<file path="src/rtl/reseq_pkg.sv">
package reseq_pkg;

  // Widest timestamp the helper functions handle.
  localparam int unsigned WIDE_W = 16;
  typedef logic [WIDE_W-1:0] wide_t;

  // Modular distance from a timestamp to the current slot, over a w-bit counter.
  function automatic wide_t slot_age(wide_t now_v, wide_t ts_v, int unsigned w);
    wide_t span_mask;
    span_mask = wide_t'((32'd1 << w) - 32'd1);
    return (now_v - ts_v) & span_mask;
  endfunction

  // A cell of this age has reached (or passed) its release slot.
  function automatic logic is_due(wide_t age, int unsigned ofs);
    return age >= wide_t'(ofs);
  endfunction

endpackage

</file>
<file path="src/rtl/reseq_lane.sv">
module reseq_lane
  import reseq_pkg::*;
#(
  parameter int TS_W    = 5,
  parameter int REL_OFS = 12
) (
  input  logic            cell_vld,
  input  logic [TS_W-1:0] cell_ts,
  input  logic [TS_W-1:0] now,
  output logic            keep,
  output logic            late
);

  wide_t age;

  always_comb begin
    age  = slot_age(wide_t'(now), wide_t'(cell_ts), TS_W);
    late = cell_vld && is_due(age, REL_OFS);
    keep = cell_vld && !late;
  end

endmodule

</file>
<file path="src/rtl/reseq_alloc.sv">
module reseq_alloc #(
  parameter int LANES = 3,
  parameter int DEPTH = 12,
  parameter int IDX_W = 4
) (
  input  logic [DEPTH-1:0]            free_mask,
  input  logic [LANES-1:0]            req,
  output logic [LANES-1:0]            grant,
  output logic [LANES-1:0][IDX_W-1:0] slot,
  output logic [LANES-1:0]            ovf
);

  logic [DEPTH-1:0] avail;
  logic             found;

  // Lower lanes claim the lowest free entries first.
  always_comb begin
    avail = free_mask;
    found = 1'b0;
    grant = '0;
    slot  = '0;
    ovf   = '0;
    for (int l = 0; l < LANES; l++) begin
      found = 1'b0;
      if (req[l]) begin
        for (int d = 0; d < DEPTH; d++) begin
          if (!found && avail[d]) begin
            found    = 1'b1;
            slot[l]  = IDX_W'(d);
            avail[d] = 1'b0;
          end
        end
        grant[l] = found;
        ovf[l]   = !found;
      end
    end
  end

endmodule

</file>
<file path="src/rtl/reseq_store.sv">
module reseq_store #(
  parameter int LANES  = 3,
  parameter int DEPTH  = 12,
  parameter int IDX_W  = 4,
  parameter int TS_W   = 5,
  parameter int DATA_W = 16
) (
  input  logic                        clk,
  input  logic                        rst_n,
  input  logic [LANES-1:0]            wr_en,
  input  logic [LANES-1:0][IDX_W-1:0] wr_slot,
  input  logic [LANES-1:0][TS_W-1:0]  wr_ts,
  input  logic [LANES-1:0][DATA_W-1:0] wr_data,
  input  logic                        clr_en,
  input  logic [IDX_W-1:0]            clr_slot,
  output logic [DEPTH-1:0]            occ,
  output logic [DEPTH-1:0][TS_W-1:0]  ent_ts,
  output logic [DEPTH-1:0][DATA_W-1:0] ent_data
);

  // Occupancy: a write in the same cycle as a release of that entry wins.
  always_ff @(posedge clk or negedge rst_n) begin
    if (!rst_n) begin
      occ <= '0;
    end else begin
      if (clr_en) occ[clr_slot] <= 1'b0;
      for (int l = 0; l < LANES; l++) begin
        if (wr_en[l]) occ[wr_slot[l]] <= 1'b1;
      end
    end
  end

  always_ff @(posedge clk) begin
    for (int l = 0; l < LANES; l++) begin
      if (wr_en[l]) begin
        ent_ts[wr_slot[l]]   <= wr_ts[l];
        ent_data[wr_slot[l]] <= wr_data[l];
      end
    end
  end

endmodule

</file>
<file path="src/rtl/reseq_pick.sv">
module reseq_pick
  import reseq_pkg::*;
#(
  parameter int DEPTH   = 12,
  parameter int IDX_W   = 4,
  parameter int TS_W    = 5,
  parameter int REL_OFS = 12
) (
  input  logic [DEPTH-1:0]           occ,
  input  logic [DEPTH-1:0][TS_W-1:0] ent_ts,
  input  logic [TS_W-1:0]            now,
  output logic                       pick_vld,
  output logic [IDX_W-1:0]           pick_idx
);

  wide_t age;
  wide_t best_age;

  // Oldest due entry wins; equal ages go to the lowest index.
  always_comb begin
    pick_vld = 1'b0;
    pick_idx = '0;
    best_age = '0;
    age      = '0;
    for (int d = 0; d < DEPTH; d++) begin
      age = slot_age(wide_t'(now), wide_t'(ent_ts[d]), TS_W);
      if (occ[d] && is_due(age, REL_OFS) && (!pick_vld || age > best_age)) begin
        pick_vld = 1'b1;
        pick_idx = IDX_W'(d);
        best_age = age;
      end
    end
  end

endmodule

</file>
<file path="src/rtl/reseq_mux.sv">
module reseq_mux #(
  parameter int LANES  = 3,
  parameter int PORTS  = 4,
  parameter int TS_W   = 5,
  parameter int DATA_W = 16
) (
  input  logic                         clk,
  input  logic                         rst_n,
  input  logic [LANES-1:0]             lane_vld,
  input  logic [LANES-1:0][TS_W-1:0]   lane_ts,
  input  logic [LANES-1:0][DATA_W-1:0] lane_data,
  output logic                         out_vld,
  output logic [TS_W-1:0]              out_ts,
  output logic [DATA_W-1:0]            out_data,
  output logic                         err_late,
  output logic                         err_ovf,
  output logic [TS_W-1:0]              slot_now
);

  localparam int DEPTH   = PORTS * LANES;
  localparam int REL_OFS = PORTS * LANES;
  localparam int IDX_W   = (DEPTH > 1) ? $clog2(DEPTH) : 1;

  // Named internal events, also visible to the checker.
  logic [LANES-1:0]             keep_vec;
  logic [LANES-1:0]             late_vec;
  logic [LANES-1:0]             grant_vec;
  logic [LANES-1:0]             ovf_vec;
  logic [LANES-1:0][IDX_W-1:0]  slot_vec;
  logic [DEPTH-1:0]             occ;
  logic [DEPTH-1:0][TS_W-1:0]   ent_ts;
  logic [DEPTH-1:0][DATA_W-1:0] ent_data;
  logic [DEPTH-1:0]             clr_hot;
  logic [DEPTH-1:0]             free_mask;
  logic                         pick_vld;
  logic [IDX_W-1:0]             pick_idx;
  logic [TS_W-1:0]              slot_q;

  assign slot_now = slot_q;

  // Per-lane capture and lateness test.
  for (genvar l = 0; l < LANES; l++) begin : g_lane
    reseq_lane #(
      .TS_W    (TS_W),
      .REL_OFS (REL_OFS)
    ) u_lane (
      .cell_vld (lane_vld[l]),
      .cell_ts  (lane_ts[l]),
      .now      (slot_q),
      .keep     (keep_vec[l]),
      .late     (late_vec[l])
    );
  end

  // The entry released this cycle is reusable at once.
  assign clr_hot   = pick_vld ? (DEPTH'(1) << pick_idx) : '0;
  assign free_mask = ~occ | clr_hot;

  reseq_alloc #(
    .LANES (LANES),
    .DEPTH (DEPTH),
    .IDX_W (IDX_W)
  ) u_alloc (
    .free_mask (free_mask),
    .req       (keep_vec),
    .grant     (grant_vec),
    .slot      (slot_vec),
    .ovf       (ovf_vec)
  );

  reseq_store #(
    .LANES  (LANES),
    .DEPTH  (DEPTH),
    .IDX_W  (IDX_W),
    .TS_W   (TS_W),
    .DATA_W (DATA_W)
  ) u_store (
    .clk      (clk),
    .rst_n    (rst_n),
    .wr_en    (grant_vec),
    .wr_slot  (slot_vec),
    .wr_ts    (lane_ts),
    .wr_data  (lane_data),
    .clr_en   (pick_vld),
    .clr_slot (pick_idx),
    .occ      (occ),
    .ent_ts   (ent_ts),
    .ent_data (ent_data)
  );

  reseq_pick #(
    .DEPTH   (DEPTH),
    .IDX_W   (IDX_W),
    .TS_W    (TS_W),
    .REL_OFS (REL_OFS)
  ) u_pick (
    .occ      (occ),
    .ent_ts   (ent_ts),
    .now      (slot_q),
    .pick_vld (pick_vld),
    .pick_idx (pick_idx)
  );

  // Slot counter, output stage and error pulses.
  always_ff @(posedge clk or negedge rst_n) begin
    if (!rst_n) begin
      slot_q   <= '0;
      out_vld  <= 1'b0;
      out_ts   <= '0;
      out_data <= '0;
      err_late <= 1'b0;
      err_ovf  <= 1'b0;
    end else begin
      slot_q   <= slot_q + 1'b1;
      out_vld  <= pick_vld;
      if (pick_vld) begin
        out_ts   <= ent_ts[pick_idx];
        out_data <= ent_data[pick_idx];
      end
      err_late <= |late_vec;
      err_ovf  <= |ovf_vec;
    end
  end

endmodule

</file>
<file path="config.mk">
export PLATFORM = sky130hd
export DESIGN_NAME = reseq_mux
export DESIGN_NICKNAME = d
export VERILOG_FILES = /design/src/rtl/reseq_pkg.sv /design/src/rtl/reseq_lane.sv /design/src/rtl/reseq_alloc.sv /design/src/rtl/reseq_store.sv /design/src/rtl/reseq_pick.sv /design/src/rtl/reseq_mux.sv
export SDC_FILE = /design/constraint.sdc
export NUM_CORES = 1
export LEC_CHECK = 0
export BUFFER_PORTS_ARGS = -buffer_cell sky130_fd_sc_hd__buf_2
export CORE_MARGIN = 5
export CORE_UTILIZATION = 45
export DETAILED_ROUTE_END_ITERATION = 7
export GPL_ROUTABILITY_DRIVEN = 1
export GPL_TIMING_DRIVEN = 0
export PLACE_DENSITY = 0.6
export SYNTH_ARGS = -nofsm -noshare
export SYNTH_HDL_FRONTEND = slang
export SYNTH_SLANG_ARGS = --single-unit
</file>
<file path="constraint.sdc">
create_clock -name clk -period 19.23 [get_ports clk]
set_input_delay 0.9615 -clock clk [delete_from_list [all_inputs] [get_ports clk]]
set_output_delay 0.9615 -clock clk [all_outputs]
set_load 0.01 [all_outputs]
</file>
[Yosys cells after proc, flatten, opt, wreduce, memory -nomap -nowiden]
Index checks and enable logic that the tools add are counted.
Cells by class
  $add $sub $neg: 16
  multipliers: 0
  div/mod/pow operators: 0
  $lt $le $gt $ge: 34
  eq/ne operators: 0
  shift operators: 1
  multiplexer cells: 213
  bitwise gates (word level): 7
  reduce and logical (&&, ||, !) cells: 129
Operator list (number)
  bitwise mux 192 bit: 3
  two-way mux 192 bit: 3
  two-way mux 16 bit: 14
  demux 16 bit (select 4 bit): 3
  bitwise mux 60 bit: 3
  two-way mux 60 bit: 3
  > comparator 5 x 16 -> 1 bit: 11
  two-way mux 1 bit: 120
  two-way mux 4 bit: 25
  two-way mux 12 bit: 7
  >= comparator 5 x 4 -> 1 bit (second input constant): 15
  subtractor 5 bit: 15
  logical AND 1 bit: 66
  binary-select mux 16 bit (select 4 bit): 1
  demux 5 bit (select 4 bit): 3
  zero test 1 bit: 50
  bitwise OR 12 bit: 4
  two-way mux 3 bit: 12
  two-way mux 5 bit: 5
  inverter 12 bit: 2
  binary-select mux 5 bit (select 4 bit): 1
  < comparator 4 x 5 -> 1 bit (second input constant): 4
  demux 1 bit (select 4 bit): 4
  >= comparator 4 x 1 -> 1 bit (second input constant): 4
  6 further kinds: 22
Word-level totals
  flip-flop bits (word level): 293
  latch bits: 0
  RAM bits: 0
  ROM bits: 0
  input port bits: 68
  memories kept: 0

[Logic depth before layout (Yosys ltp)]
  depth in word-level cells: 195
  mapped depth: 118

[Modules after synthesis]
A second synthesis with hierarchy kept.
Second synthesis, totals
  cell total of the unflattened synthesis: 2937
  area total of the unflattened synthesis: 23471.3 µm²
By module, submodules not included
  reseq_store: times used 1, cells each 1724, area an instance 13476.7 µm², seq. area each 5345.1 µm²
  reseq_pick: times used 1, cells each 636, area an instance 4977.3 µm², seq. area each 0.0 µm²
  reseq_mux: times used 1, cells each 306, area an instance 3134.3 µm², seq. area each 725.7 µm²
  reseq_alloc: times used 1, cells each 190, area an instance 1286.2 µm², seq. area each 0.0 µm²
  reseq_lane: times used 3, cells each 27, area an instance 198.9 µm², seq. area each 0.0 µm²

[Worst setup path after synthesis]
Ideal clock, no wire load.
  path type: register -> register
  start: reg slot_q[1] (netlist: slot_now[1])
  end: reg u_store.ent_data[186] (netlist name)
  arrival time: 21018 ps
  required time: 19109 ps
  slack: -1909 ps
  stages on the path, launching flop included: 106
  buffers on the path: 5
  cells stage by stage: dfrtp_1 > fa_1 > a21o_1 > a21oi_1 > xnor2_1 > o41a_1 > nand2_1 > ha_1 > nor2b_1 > o21a_1 > o21ai_0 > a21oi_1 > o21ai_1 > mux2i_1 > inv_1 > ha_1 > nor2b_1 > o21a_1 > [70 not listed] > nor2b_1 > o21a_1 > o21ai_0 > a21oi_1 > a22oi_1 > o311ai_4 > or3_1 > buf_2 > o31ai_2 > a31oi_1 > nor3_2 > o32a_1 > o211ai_2 > a21oi_4 > nor3b_2 > nor2b_2 > buf_4 > mux2_2
On the way
  word-level cells in the longest chain between the ends: 109
  elaborated cells on any way between the ends: 354
Ends and longest elaborated chain
  start, declared: RTL line reseq_mux.sv:37  | logic [TS_W-1:0] slot_q;
  start signal, assigned: RTL line reseq_mux.sv:114  | slot_q <= slot_q + 1'b1;
  subtractor 5 bit: RTL line reseq_pkg.sv:11  | return (now_v - ts_v) & span_mask;
  >= comparator 5 x 4 -> 1 bit: RTL line reseq_pkg.sv:16  | return age >= wide_t'(ofs);
  logical AND 1 bit: RTL line reseq_pick.sv:27  | if (occ[d] && is_due(age, REL_OFS) && (!pick_vld || age > best_age)) begin
  two-way mux 5 bit or two-way mux 1 bit (tied branches): RTL line reseq_pick.sv:27
  > comparator 5 x 16 -> 1 bit or zero test 1 bit (tied branches): RTL line reseq_pick.sv:27
  logical OR 1 bit: RTL line reseq_pick.sv:27
  logical AND 1 bit: RTL line reseq_pick.sv:27
  two-way mux 16 bit or two-way mux 1 bit (tied branches): RTL line reseq_pick.sv:27
  [93 not listed]
  two-way mux 4 bit: RTL line reseq_alloc.sv:27  | if (!found && avail[d]) begin
  two-way mux 4 bit: RTL line reseq_alloc.sv:25  | if (req[l]) begin
  < comparator 4 x 5 -> 1 bit (implied by the code) or >= comparator 4 x 1 -> 1 bit (tied branches): RTL line reseq_store.sv:37  | ent_data[wr_slot[l]] <= wr_data[l];
  logical AND 1 bit (implied by the code): RTL line reseq_store.sv:37
  two-way mux 16 bit (implied by the code): RTL line reseq_store.sv:37
  demux 16 bit (select 4 bit)
  bitwise mux 192 bit: RTL line reseq_store.sv:37
  two-way mux 192 bit *: RTL line reseq_store.sv:35  | if (wr_en[l]) begin
  end signal, assigned by index: RTL line reseq_store.sv:37
  end, declared: RTL line reseq_store.sv:18  | output logic [DEPTH-1:0][DATA_W-1:0] ent_data
Mark *: on every way between the ends. The rest lies on a longest branch, timed or not. The select of a mux whose other input is x is not followed.
A chain may end at the register's enable or synchronous reset.

[Final worst setup path]
  start: reg slot_q[0] (netlist: slot_now[0])
  end: reg u_store.ent_data[190] (netlist name)
Same word-level chain as after synthesis.

==> results.md <==
- GPL Wtd Cong: approximately 0.95
- P&R area growth vs syn: 29.5%
- Outcome: complete, but fails checks
- Yosys reg bits: 293
- Final worst setup slack: -1.52 ns
- Compound-Gate Fraction of Synth Area: roughly 15%
- Crit Path Max Fanout: 8
- Core box area: 53600 µm²
- Main combinational cell family by area after synthesis: multiplexers
- H-tree levels: 2
- Remaining DRCs: 11
- Rel. slew slack: between 10% and 20%
- # nets final: 3212
- FMAX: approximately 48 MHz
- Gate count of the mapped netlist: 2645
- Initial Util: 45.2%
- Clock sink count: between 200 and 300
- GRT overflow: 0
- Synth unique cells: 100
- Fraction of synthesis flops using an asynchronous set or reset pin: 14.0%
- Setup Skew: about 0.033 ns
- Root buffer selected by CTS: clkbuf_16
- Hold-fix buffers, CTS: 0
- CTS tree: done
- Top Ports: 97
- Die Y: between 200 and 250 µm
- Synthesis Warnings: 0
- Largest net degree at the start of global routing: 42
- HPWL after DPL: about 70000 µm
- CP dominant cell by count: o21ai_2
- Max clock buf depth: 3
- Clk_lat worst skew: about 0.59 ns
- Syn avg cell area: approximately 9.2 µm²
- RSZ-0062 raised after global routing: yes
- Mapped Nets: about 2800
- Post-synth EDFFs: 0
- Routed via count: 24000
- Die ar.: approximately 59000 µm²
- Final setup fails: ~290
- Max-Cap Viols: 0
- Initial antenna violation count: 0
- Cell area after synthesis: roughly 24000 µm²
- Total wire length: approximately 110000 µm
- Post-Synth Adder-Cell Area: under 10%
- Worst-Margin Slew: about 1.2 ns
- Fraction of layout cells with a size suffix above 1: approximately 40%
- CP required: a little under 20 ns
- Mux contribution to synthesized area: 33.1%
- Simple-Gate Fraction of Synth Area: 12.1%
- DR vias/cell: ~6.4
- Slew Limit Fails: 0
- Setup TNS: -385.36 ns
- Hold WC Path Type: in -> async
- Sequential area share after synthesis: around a quarter
- DR iter-0 viols: just under 3000
- Drt first pass iters: 8
- Worst path arrival time: 21.21 ns
- Final Hold Viols: 0
- CTS Buf Count: 38
- Crit path capture type: register
- CTS clk-pin slew, worst paths: ~0.07 ns
- Setup CP Type: reg -> reg
- Wire length per cell: ~29 µm
- Port Buffers: 96
- Slowest stage delay, CP: around 0.45 ns
- Commonest non-fill, non-tap cell in the layout: mux2_2
- Most frequent cells in the layout: mux2_2 (425), nand2_1 (305), dfxtp_1 (252)
- All-Layer GR Usage: about a third
- Failing checks: DRC, setup timing
- Die width: between 200 and 250 µm
- Vias in the first global route: 23100
- Post-route ant nets: 0
- Crit path time final: slightly above 20 ns
- Row count: 85
- Startpoint class of the critical path: register
- Slowest-stage cell, CP: or3_4
- Ys flop type: dfxtp_1
- Xor/xnor share of the synthesized area: ~2.5%
- Period utilization: 108%
- First-pass GRT wire length: between 100000 and 150000 µm
per-layer routing:
layer  share of wire [%]  GRT usage [%]  routed length (µm)  vias to the layer above
met2                  44           52.0               46700                     1444
met4                 5.8           13.8                6190                        4
met3                  10           7.66               11200                      408
met5               0.097              0                 104                        -
li1                    -              -                   -                    10300
met1                  40           43.7               42800                    11800
cells in the mapped netlist, types with 17 or more instances:
cell type	instances	area [µm²]
a21o_1	29	218
a21oi_1	124	621
a221o_1	59	591
a22oi_1	23	173
a31oi_1	26	163
and2_1	17	106
buf_2	52	260
clkbuf_1	125	469
dfrtp_1	41	1030
dfxtp_1	252	5040
ha_1	116	1450
inv_1	104	390
mux2_1	32	360
mux2_2	530	5970
mux2i_1	154	1540
nand2_1	317	1190
nand2b_1	28	175
nand3_1	31	155
nor2_1	99	372
nor2b_1	22	138
o21a_1	24	180
o21ai_0	92	460
xnor2_1	49	429
xor2_1	20	175
repair_timing:
action / CTS / global route
gates resized for setup: 256 / 250
endpoints found under the setup margin: 286 / 286
pin swaps: 83 / 91
hold endpoints to repair: 0 / 0
cloned: 8 / 11
setup buffers: 150 / 65
worst max-delay path: cells and delay by family (launching register included):
family	cells	cell delay [ns]
fa+ha+maj	13	3.37
simple gates	22	3.57
buf+inv	16	1.94
xor+xnor	1	0.08
flops	1	0.43
compound gates	54	8.96
mux	8	2.25
state kept, by name, indices dropped and copies added (netlist names):
name,cells
err_ovf,1
slot_now,5
u_store.ent_ts,60
err_late,1
out_ts,5
u_store.occ,12
out_vld,1
u_store.ent_data,192
out_data,16
kinds of logic after synthesis:
group / after synthesis
AO/OA/AOI/OAI: 499
XOR/XNOR: 69
adder cells (fa/ha/maj): 137
buffers and inverters: 305
flip-flops: 293
multiplexers: 726
AND/OR/NAND/NOR: 616
stage by stage:
| stage | hold slack [ns] | setup WS [ns] | std cells | area, µm² | utilization [%] |
|---|---|---|---|---|---|
| floorplan | 0.541 | 0.00595 | 2645 | 24500 | - |
| global placement | 0.493 | -3.66 | 3437 | 25900 | 48.3 |
| detailed placement | 0.528 | -4.24 | 3437 | 25900 | 48.3 |
| CTS | 0.537 | -1.03 | 3660 | 29500 | 55.1 |
| global route | 0.516 | -2.32 | 3737 | 31400 | 58.6 |
| finish | 0.480 | -1.52 | 3738 | 31400 | 58.6 |
path summary, 6_finish.rpt:
| kind | end | depth (start not counted) | slack (ns) | startpoint |
|---|---|---|---|---|
| worst max-delay path | u_store.ent_data[190]$_DFF_P_ | 114 | -1.52 | slot_now[0]$_DFF_PN0_ |
| worst min-delay path | slot_now[0]$_DFF_PN0_ | 1 | 0.48 | rst_n |
| worst max register to register | u_store.ent_data[190]$_DFF_P_ | 114 | -1.52 | slot_now[0]$_DFF_PN0_ |
| worst min register to register | out_data[3]$_DFFE_PN0P_ | 2 | 0.52 | out_data[3]$_DFFE_PN0P_ |
| max in group asynchronous | out_data[12]$_DFFE_PN0P_ | 1 | 18.14 | rst_n |
| min in group clk | out_data[3]$_DFFE_PN0P_ | 2 | 0.52 | out_data[3]$_DFFE_PN0P_ |
final cells by class:
| cell class | count | area, µm² |
|---|---|---|
| antenna | 1 | 2.50 |
| buffer | 197 | 1430 |
| clock buffer | 55 | 1140 |
| clock inverter | 13 | 153 |
| fill | 4545 | 22200 |
| inverter | 107 | 405 |
| multi-input combinational | 2047 | 18600 |
| sequential | 293 | 6080 |
| tap | 696 | 871 |
| timing repair buffer | 329 | 2750 |
Power is left out: the tool's default activity adds up to more than one toggle a clock period on the data nets, which glitch-free logic cannot reach.
